$ cat src/rtl/risc_alu.sv
module risc_alu #(
  parameter int WIDTH = 32,
  parameter int IMM_W = 16,
  localparam int SHW = $clog2(WIDTH)
) (
  input  logic [WIDTH-1:0] src_a,
  input  logic [WIDTH-1:0] src_b,
  input  logic [IMM_W-1:0] imm,
  input  logic [SHW-1:0]   shamt,
  input  logic [3:0]       op,
  output logic [WIDTH-1:0] result,
  output logic             zero
);

  localparam logic [3:0] OP_ADD  = 4'd0;
  localparam logic [3:0] OP_SUB  = 4'd1;
  localparam logic [3:0] OP_AND  = 4'd2;
  localparam logic [3:0] OP_OR   = 4'd3;
  localparam logic [3:0] OP_XOR  = 4'd4;
  localparam logic [3:0] OP_NOR  = 4'd5;
  localparam logic [3:0] OP_SLT  = 4'd6;
  localparam logic [3:0] OP_SLTU = 4'd7;
  localparam logic [3:0] OP_ANDI = 4'd8;
  localparam logic [3:0] OP_ORI  = 4'd9;
  localparam logic [3:0] OP_XORI = 4'd10;
  localparam logic [3:0] OP_LUI  = 4'd11;
  localparam logic [3:0] OP_SLL  = 4'd12;
  localparam logic [3:0] OP_SRL  = 4'd13;
  localparam logic [3:0] OP_SRA  = 4'd14;
  localparam int PADW = WIDTH - IMM_W;

  // shared adder: subtract and both compares invert src_b and carry in one
  logic             inv_b;
  logic [WIDTH:0]   sum_ext;
  logic             lt_signed, lt_unsigned;

  assign inv_b   = (op == OP_SUB) || (op == OP_SLT) || (op == OP_SLTU);
  assign sum_ext = {1'b0, src_a} + {1'b0, src_b ^ {WIDTH{inv_b}}} + {{WIDTH{1'b0}}, inv_b};

  assign lt_unsigned = ~sum_ext[WIDTH];
  assign lt_signed   = (src_a[WIDTH-1] != src_b[WIDTH-1]) ? src_a[WIDTH-1] : sum_ext[WIDTH-1];

  // immediate forms
  logic [WIDTH-1:0] imm_zx, imm_hi;
  assign imm_zx = {{PADW{1'b0}}, imm};
  assign imm_hi = {imm, {PADW{1'b0}}};

  // single right-shifting barrel; left shifts use bit reversal around it
  logic             go_left, fill;
  logic [WIDTH-1:0] b_rev, sh_in, sh_out, sh_rev;
  logic [WIDTH-1:0] stage [0:SHW];

  assign go_left = (op == OP_SLL);
  assign fill    = (op == OP_SRA) & src_b[WIDTH-1];

  for (genvar i = 0; i < WIDTH; i++) begin : g_rev
    assign b_rev[i]  = src_b[WIDTH-1-i];
    assign sh_rev[i] = sh_out[WIDTH-1-i];
  end

  assign sh_in    = go_left ? b_rev : src_b;
  assign stage[0] = sh_in;

  for (genvar k = 0; k < SHW; k++) begin : g_stage
    localparam int DIST = 1 << k;
    assign stage[k+1] = shamt[k] ? {{DIST{fill}}, stage[k][WIDTH-1:DIST]} : stage[k];
  end

  assign sh_out = stage[SHW];

  always_comb begin
    unique case (op)
      OP_ADD, OP_SUB: result = sum_ext[WIDTH-1:0];
      OP_AND:         result = src_a & src_b;
      OP_OR:          result = src_a | src_b;
      OP_XOR:         result = src_a ^ src_b;
      OP_NOR:         result = ~(src_a | src_b);
      OP_SLT:         result = {{(WIDTH-1){1'b0}}, lt_signed};
      OP_SLTU:        result = {{(WIDTH-1){1'b0}}, lt_unsigned};
      OP_ANDI:        result = src_a & imm_zx;
      OP_ORI:         result = src_a | imm_zx;
      OP_XORI:        result = src_a ^ imm_zx;
      OP_LUI:         result = imm_hi;
      OP_SLL:         result = sh_rev;
      OP_SRL, OP_SRA: result = sh_out;
      default:        result = '0;
    endcase
  end

  assign zero = ~|result;

endmodule

$ cat config.mk
export PLATFORM = sky130hd
export DESIGN_NAME = risc_alu
export DESIGN_NICKNAME = d
export VERILOG_FILES = /design/src/rtl/risc_alu.sv
export SDC_FILE = /design/constraint.sdc
export NUM_CORES = 1
export LEC_CHECK = 0
export ABC_AREA = 1
export ABC_CLOCK_PERIOD_IN_PS = 6400
export BUFFER_PORTS_ARGS = -buffer_cell sky130_fd_sc_hd__buf_2
export CAP_MARGIN = 25
export CORE_MARGIN = 2
export CORE_UTILIZATION = 45
export DETAILED_ROUTE_END_ITERATION = 8
export PLACE_DENSITY = 0.65
export SETUP_SLACK_MARGIN = 0.2
export SYNTH_ARGS = -nofsm -noshare
export SYNTH_HDL_FRONTEND = slang
export SYNTH_SLANG_ARGS = --single-unit
$ cat constraint.sdc
create_clock -name vclk -period 6.4
set_input_delay 1.6 -clock vclk [all_inputs]
set_output_delay 1.6 -clock vclk [all_outputs]
set_load 0.03 [all_outputs]
==> impl_results.md, run 1 <==
- Status: complete, no violations
- Mapped cell area: ~8400 um2
- Top-count cell post-synth: nand3_1
- CP Capture Type: primary output
- RSZ-0062 raised after global routing: true
- Clk_buf instances: 0
- Worst Path Arrival: ~4.8 ns
- Area share of the leading cell type in the synthesized netlist: about a quarter
- Crit-path cells: buf_4 > nor2_4 > nand2_2 > nand2_4 > buf_12 > buf_6 > xor2_2 > ha_4 > a21oi_2 > buf_4 > nand2_2 > inv_2 > o21bai_4 > buf_4 > o21ai_4 > nand3_2 > inv_2 > nand2_1 > nor2_2 > nand3_1 > nor2_1 > nand3_1 > nor2_4 > buf_6
- Avg Cell Area, Syn: roughly 5.5 um2
- Post-Route Utilization: 62.49%
- Final setup viols: 0
- Largest cells by area after synthesis: nand3_1 24%, ha_1 19%, nand2_1 14%
- Area of the multi-input gates: 8069 um2
- WP buf/inv: 8
- Yosys cell types: 50
- Sw Ratio: 61.42%
- Max-cap violations: 0
- Ys Warns: 0
- Antenna Nets Post-Route: 0
- Pre-antenna DRT Iters: 6
- Max-slew headroom: between 40% and 50%
- Final period util: between 90% and 100%
- Fill cells: roughly 1700
- Vias in the first global route: around 11000
- Number of I/O port buffers: approximately 120
- Layout cell share with drive strength beyond 1: 29.45%
- Nets: between 1500 and 2000
- Internal: roughly 500 uW
- GRT met3 Usage: 7.111%
- DR vias: approximately 12000
- CP dominant cell by count: buf_4
- Die X-Extent: between 100 and 150 um
- All-Layer GR Usage: approximately 42%
- Slowest CP cell: ha_4
- Cell area after layout: about 11000 um2
- First-pass GRT wire length: 64.29 mm
- Vias per cell: a little over 6
- Sequential area share after synthesis: 0%
- Synth Instances: ~1500
- Final Hold Fails: 0
- Met2 Resource Use GR: between 60% and 70%
- Post-synth top cells: 405 x nand3_1, 315 x nand2_1, 165 x inv_1, 128 x ha_1, 110 x nor2_1
- Final HPWL DP: between 30 and 40 mm
- Top Family by Delay on Critical Path: simple AND/OR/NAND/NOR gates
- Logic gate share of total power: 100.0%
- GRT busiest layer: met2
- Chip height: between 100 and 150 um
- Ant. Diodes: 0
- Met1 Use GR: 54.01%
- Routed WL per cell: 21.79 um
- WP data required: 4.80 ns
- Min Tclk post-route: about 6.4 ns
- Placer's final routability congestion estimate: approximately 1.1
- Ports: roughly 120
- Register area: 0 um2
- Clock network power share: 0%
- Post-synth net total: around 1700
- Hold Path Class: in -> out
- Lkg Pwr: 5.831 nW
- Worst-Margin Slew: ~0.80 ns
- Total chip power: about 1.3 mW
- Worst setup SP type: input port
- 1st-iter DRT viols: about 1400
- Initial Util: a little under half
- Maximum VDD drop: ~0.067 mV
- Flip-flop and latch count: 0
- FP Rows: just under 50
- Largest stage delay, worst path: around 0.24 ns
- Area of the core: 18090 um2
- Reg power frac: 0%
- Crit path max fanout: 8
- CP Class: in -> out
- Final hold slack: 3.838 ns
- Area delta synth->final: 35.10%
- Largest net degree at the start of global routing: 36
- Die area: 19700 um2
- Max Fclk: approximately 160 MHz
- PD cells: approximately 110 nW/um2
- Post-CTS Hold Fix Bufs: 0
- Post-Route WL: 43.48 mm
- Cell taking the most area after synthesis: nand3_1
- Max-slew violation count: 0
- Sw power: between 700 and 800 uW
- Antenna violations before repair: 0
- Gr ovfl total: 0
- # DRC: 0
- Placed Instance Area: slightly above 10000 um2
## final timing paths
check	startpoint	endpoint	slack, ns	depth (start not counted)
hold / removal	src_a[23]	result[23]	3.84	4
setup / recovery	op[3]	zero	0.04	24
## metal layers
layer,vias to the layer above,routed length (um)
li1,5684,-
met1,5673,16960
met2,754,18480
met3,185,4571
met4,0,3468
met5,-,0
## power by group through the flow
| stage | logic [mW] | registers, mW | clock network, mW |
|---|---|---|---|
| 2_1_floorplan | 0.610 | 0 | 0 |
| 4_1_cts | 1.15 | 0 | 0 |
| 3_5_place_dp | 1.06 | 0 | 0 |
| 3_3_place_gp | 1.06 | 0 | 0 |
| 5_1_grt | 1.37 | 0 | 0 |
| 6_report | 1.29 | 0 | 0 |
## cells in the final DEF, fill, tap and decap left out, drive strengths merged, types with 5 or more instances in the layout
| cell | instances |
|---|---|
| a2111oi | 11 |
| a211oi | 15 |
| a21oi | 51 |
| a221oi | 9 |
| a22o | 7 |
| buf | 323 |
| ha | 128 |
| inv | 170 |
| nand2 | 330 |
| nand3 | 416 |
| nand3b | 7 |
| nand4 | 19 |
| nor2 | 113 |
| nor3 | 13 |
| o21ai | 69 |
| o21bai | 5 |
| o221ai | 7 |
| o22ai | 5 |
| xor2 | 31 |
## kinds of logic (layout without fill, tap and decap cells)
| kind of cell | Yosys count | in the layout | share of synthesized area, % |
|---|---|---|---|
| adders and majority gates | 129 | 129 | 19.38 |
| and+or+nand+nor | 908 | 908 | 50.00 |
| AOI/OAI and AO/OA | 198 | 198 | 14.85 |
| buffers and inverters | 246 | 499 | 12.41 |
| xor gates and xnor gates | 32 | 32 | 3.350 |
## final cells by class
class / count / share of cell area, %
multi-input cells: 1267 / 71.39
repair buffers: 325 / 20.23
inverters: 174 / 5.845
well taps: 229 / 2.535
## timing repair
action                                  4_1_cts  5_1_grt
pin swaps                                    53       65
endpoints found under the setup margin        6       11
cloned                                        1        0
resized for setup                           105      125
buffers inserted                             24       12
## per-stage QoR
step                instances  setup TNS (ns)  setup WS, ns
global route             1995         -0.1210       -0.1210
finish                   1995               0       0.04273
detailed placement       1958         -0.6759       -0.5226
global placement         1957         -0.6288       -0.5020
CTS                      1983               0        0.1718
floorplan                1513               0        0.2118
No activity file was read; power rests on OpenSTA's default activity.
==> run 2: changes to the inputs <==
- PLACE_DENSITY: 0.65 -> 0.74
==> run 2 against run 1 <==
Compared with the run above:
- utilization grew 2.1 points
- maximum frequency grew 1.5%
- wire length grew 7.2%
- clock-buffer cell count is the same
- cell count is essentially flat
- critical path type unchanged
- critical endpoint unchanged
==> impl_results.md, run 2 (synthesized netlist as in run 1, its figures left out) <==
- Status: complete, no violations
- Maximum VDD drop: between 0.08 and 0.09 mV
- Post-CTS Hold Fix Bufs: 0
- Layout cell share with drive strength beyond 1: 32.58%
- Min Tclk post-route: around 6.3 ns
- Die area: around 20000 um2
- Final setup viols: 0
- RSZ-0062 raised after global routing: true
- CP Capture Type: primary output
- DR vias: approximately 12000
- Register area: 0 um2
- Placer's final routability congestion estimate: 1.069
- Crit-path cells: clkbuf_4 > buf_4 > nand2_1 > inv_2 > buf_4 > buf_4 > nand3_1 > nand3_1 > nand3_1 > nand3_1 > nand3_1 > nand3_1 > nand3_1 > nand3b_1 > nor2_1 > nand2_1 > nor2_2 > nand3_2 > nor2_4 > buf_6
- Number of I/O port buffers: roughly 120
- Final hold slack: 3.833 ns
- Ant. Diodes: 0
- Placed Instance Area: 10230 um2
- Nets: roughly 2000
- Final period util: a little over nine tenths
- CP dominant cell by count: nand3_1
- Vias per cell: 6.259
- All-Layer GR Usage: between 40% and 50%
- Pre-antenna DRT Iters: 6
- Routed WL per cell: 23.38 um
- Max-cap violations: 0
- Initial Util: 46.25%
- Ports: about 120
- Largest stage delay, worst path: between 0.3 and 0.4 ns
- Commonest non-fill, non-tap cell in the layout: nand3_1
- Max Fclk: approximately 160 MHz
- Max-slew violation count: 0
- Vias in the first global route: between 10000 and 15000
- Lkg Pwr: ~5.9 nW
- FP Rows: 49
- Non-Filler Instances: around 2000
- 1st-iter DRT viols: approximately 1200
- Antenna Nets Post-Route: 0
- Hold Crit Depth: 4
- PD cells: ~120 nW/um2
- Flip-flop and latch count: 0
- Cell area after layout: 11680 um2
- Chip height: ~140 um
- Commonest cells after routing, fill and taps aside: 378 x nand3_1, 271 x nand2_1, 186 x buf_4
- Slowest CP cell: nand3_1
- Area delta synth->final: 39.64%
- Post-Route WL: between 40 and 50 mm
- Antenna violations before repair: 0
- Crit path max fanout: 13
- Worst-Margin Slew: approximately 0.94 ns
- # DRC: 0
- Largest net degree at the start of global routing: 37
- First-pass GRT wire length: about 66 mm
- Post-Route Utilization: 64.59%
- Area of the core: about 18000 um2
- Hold Path Class: in -> out
- Gr ovfl total: 0
- CP Class: in -> out
- Placed instance count: ~2000
- Max-slew headroom: between 30 and 40%
- Worst Path Arrival: approximately 4.7 ns
- Final HPWL DP: roughly 37 mm
- WP data required: about 4.8 ns
- Worst setup SP type: input port
- Die X-Extent: approximately 140 um
- Final Hold Fails: 0
- Clk_buf instances: 0
run 2: path summary, 6_finish.rpt:
| check | start | to | slack (ns) |
|---|---|---|---|
| max | op[3] | zero | 0.14 |
| min | src_a[23] | result[23] | 3.83 |
run 2: cell type report:
class	instances	area, um2
Multi-Input combinational cell	1268	8432
Inverter	174	665.6
Fill cell	1738	6405
Tap cell	229	286.5
Timing Repair Buffer	323	2297
run 2: what timing repair did:
item,4_1_cts,5_1_grt
gates cloned,1,2
pin swaps,22,102
endpoints found under the setup margin,4,20
gates resized for setup,64,243
hold endpoints to repair,0,0
setup buffers,12,17
run 2: power by group:
part,internal [mW],switching [mW],total [mW]
Combinational,0.516,0.848,1.36
Clock,0,0,0
Sequential,0,0,0
run 2: critical path: cells and delay by family:
kind	cells	cell delay, ns
buf+inv	6	0.99
simple gates	14	2.05
run 2: metal layers:
layer / part of all wire (%) / GRT usage, %
met5: 0 / 0
met4: 8.8 / 28.44
met3: 12 / 8.615
met2: 42 / 67.31
met1: 37 / 56.77
run 2: per-stage QoR:
stage / worst slack [ns] / total power, mW / setup TNS (ns)
floorplan: 0.2118 / 0.6100 / 0
detailed placement: -0.2021 / 1.088 / -0.2021
global route: -0.03063 / 1.446 / -0.03063
CTS: 0.1225 / 1.142 / 0
finish: 0.1370 / 1.364 / 0
global placement: -0.2959 / 1.084 / -0.2959
==> run 3: changes to the inputs <==
- CORE_UTILIZATION: 45 -> 24
- PLACE_DENSITY: 0.74 -> 0.49
==> run 3 against run 2 <==
Compared with the run above:
- first-iteration DRC count grew 7.8%
- non-clock buffer count grew 35
- critical path depth grew 6
- critical path type unchanged
- largest power group unchanged
- sequential cell count is the same
- total power grew 1.4%
- wire length grew 3.1%
- largest cell class unchanged
==> impl_results.md, run 3 (synthesized netlist as in run 1, its figures left out) <==
- Final Hold Fails: 0
- Maximum VDD drop: 0.05939 mV
- RSZ-0062 raised after global routing: true
- Sw power: about 840 uW
- Largest stage delay, worst path: approximately 0.38 ns
- Nets: 2019
- CP dominant cell by count: nand2_1
- Final HPWL DP: 39.55 mm
- Final setup viols: 0
- Max-cap violations: 0
- Ports: approximately 120
- WP data required: roughly 4.8 ns
- Final period util: approximately 100%
- Setup_tns: 0 ns
- Vias in the first global route: approximately 11000
- Commonest non-fill, non-tap cell in the layout: nand3_1
- Register area: 0 um2
- Top Family by Delay on Critical Path: simple AND/OR/NAND/NOR gates
- WP buf/inv: 6
- Post-Route WL: around 48 mm
- Flip-flop and latch count: 0
- Met1 Use GR: 34.26%
- All-Layer GR Usage: roughly 26%
- Area delta synth->final: 45.54%
- Clock network power share: 0%
- Die X-Extent: 190.7 um
- Final hold slack: 3.920 ns
- First-pass GRT wire length: 69.77 mm
- Pre-antenna DRT Iters: 8
- Worst setup path endpoint: zero
- Post-Route Utilization: ~35%
- Placer's final routability congestion estimate: 1.016
- CP Depth: 26
- FP Rows: around 70
- Internal: 546.9 uW
- CP Capture Type: primary output
- Min Tclk post-route: 6.348 ns
- Layout cell share with drive strength beyond 1: around 33%
- Worst setup SP type: input port
- Vias per cell: 5.418
- Sw Ratio: 60.45%
- Slowest CP cell: ha_1
- Logic gate share of total power: between 90% and 100%
- Routed WL per cell: 21.32 um
- Post-CTS Hold Fix Bufs: 0
- Critical path origin: op[2]
- Antenna violations before repair: 0
- Max-slew violation count: 0
- Largest net degree at the start of global routing: 36
- Die area: between 30000 and 40000 um2
- # DRC: 0
- GRT met3 Usage: 2.944%
- Total chip power: ~1.4 mW
- Met2 Resource Use GR: about 41%
- Hold Path Class: in -> out
- Number of I/O port buffers: around 120
- Area of the core: between 30000 and 40000 um2
- Crit path max fanout: 6
- Worst Path Arrival: around 4.8 ns
- Gr ovfl total: 0
- Max-slew headroom: roughly two fifths
- Placed Instance Area: around 11000 um2
- DR vias: 12210
- 1st-iter DRT viols: 1342
- Chip height: ~190 um
- Ant. Diodes: 0
- Initial Util: between 20 and 25%
- GRT busiest layer: met2
- Commonest cells after routing, fill and taps aside: 382 x nand3_1, 281 x nand2_1, 217 x buf_4
- PD cells: 113.6 nW/um2
- Clk_buf instances: 0
- Reg power frac: 0%
- Antenna Nets Post-Route: 0
- Max Fclk: approximately 160 MHz
- Lkg Pwr: 6.054 nW
- Status: complete, no violations
- Worst-Margin Slew: a little under 0.9 ns
- CP Class: in -> out
- Cell area after layout: roughly 12000 um2
[run 3: how the worst min path moves through the flow]
stage                         start          to  slack, ns  cells after the start
after floorplan           src_a[23]  result[23]       3.43                      2
after global placement    src_a[23]  result[23]       3.89                      5
after detailed placement  src_a[23]  result[23]       3.89                      5
after CTS                 src_a[23]  result[23]       3.89                      5
after global routing      src_a[23]  result[23]       3.94                      5
final                     src_a[23]  result[23]       3.92                      5
[run 3: power groups by stage]
stage                     logic [mW]  registers [mW]  clock network [mW]
after global placement          1.13               0                   0
after floorplan                0.610               0                   0
after global routing            1.48               0                   0
final                           1.38               0                   0
after detailed placement        1.13               0                   0
after CTS                       1.22               0                   0
[run 3: final cells by class]
cell class         count  area (um2)
inverters            174       658.1
multi-input cells   1267        8341
well taps            455       569.3
repair buffers       358        2608
fillers             3798       22280
[run 3: timing repair]
| item | in CTS | in global routing |
|---|---|---|
| pin swaps | 38 | 96 |
| cloned | 3 | 0 |
| setup buffers | 23 | 17 |
| gates resized for setup | 106 | 192 |
| setup endpoints to repair | 15 | 24 |
[run 3: per-layer routing]
| layer | part of all wire (%) | wire (um) |
|---|---|---|
| met1 | 42 | 19980 |
| met2 | 44 | 20910 |
| met3 | 9.2 | 4443 |
| met4 | 5.7 | 2727 |
| met5 | 0 | 0 |
[run 3: metrics by stage]
stage,setup slack [ns],instances
6_report,0.05193,2254
4_1_cts,0.004177,2237
3_5_place_dp,-0.4037,2211
2_1_floorplan,0.2118,1513
3_3_place_gp,-0.3987,2211
5_1_grt,-0.1175,2254
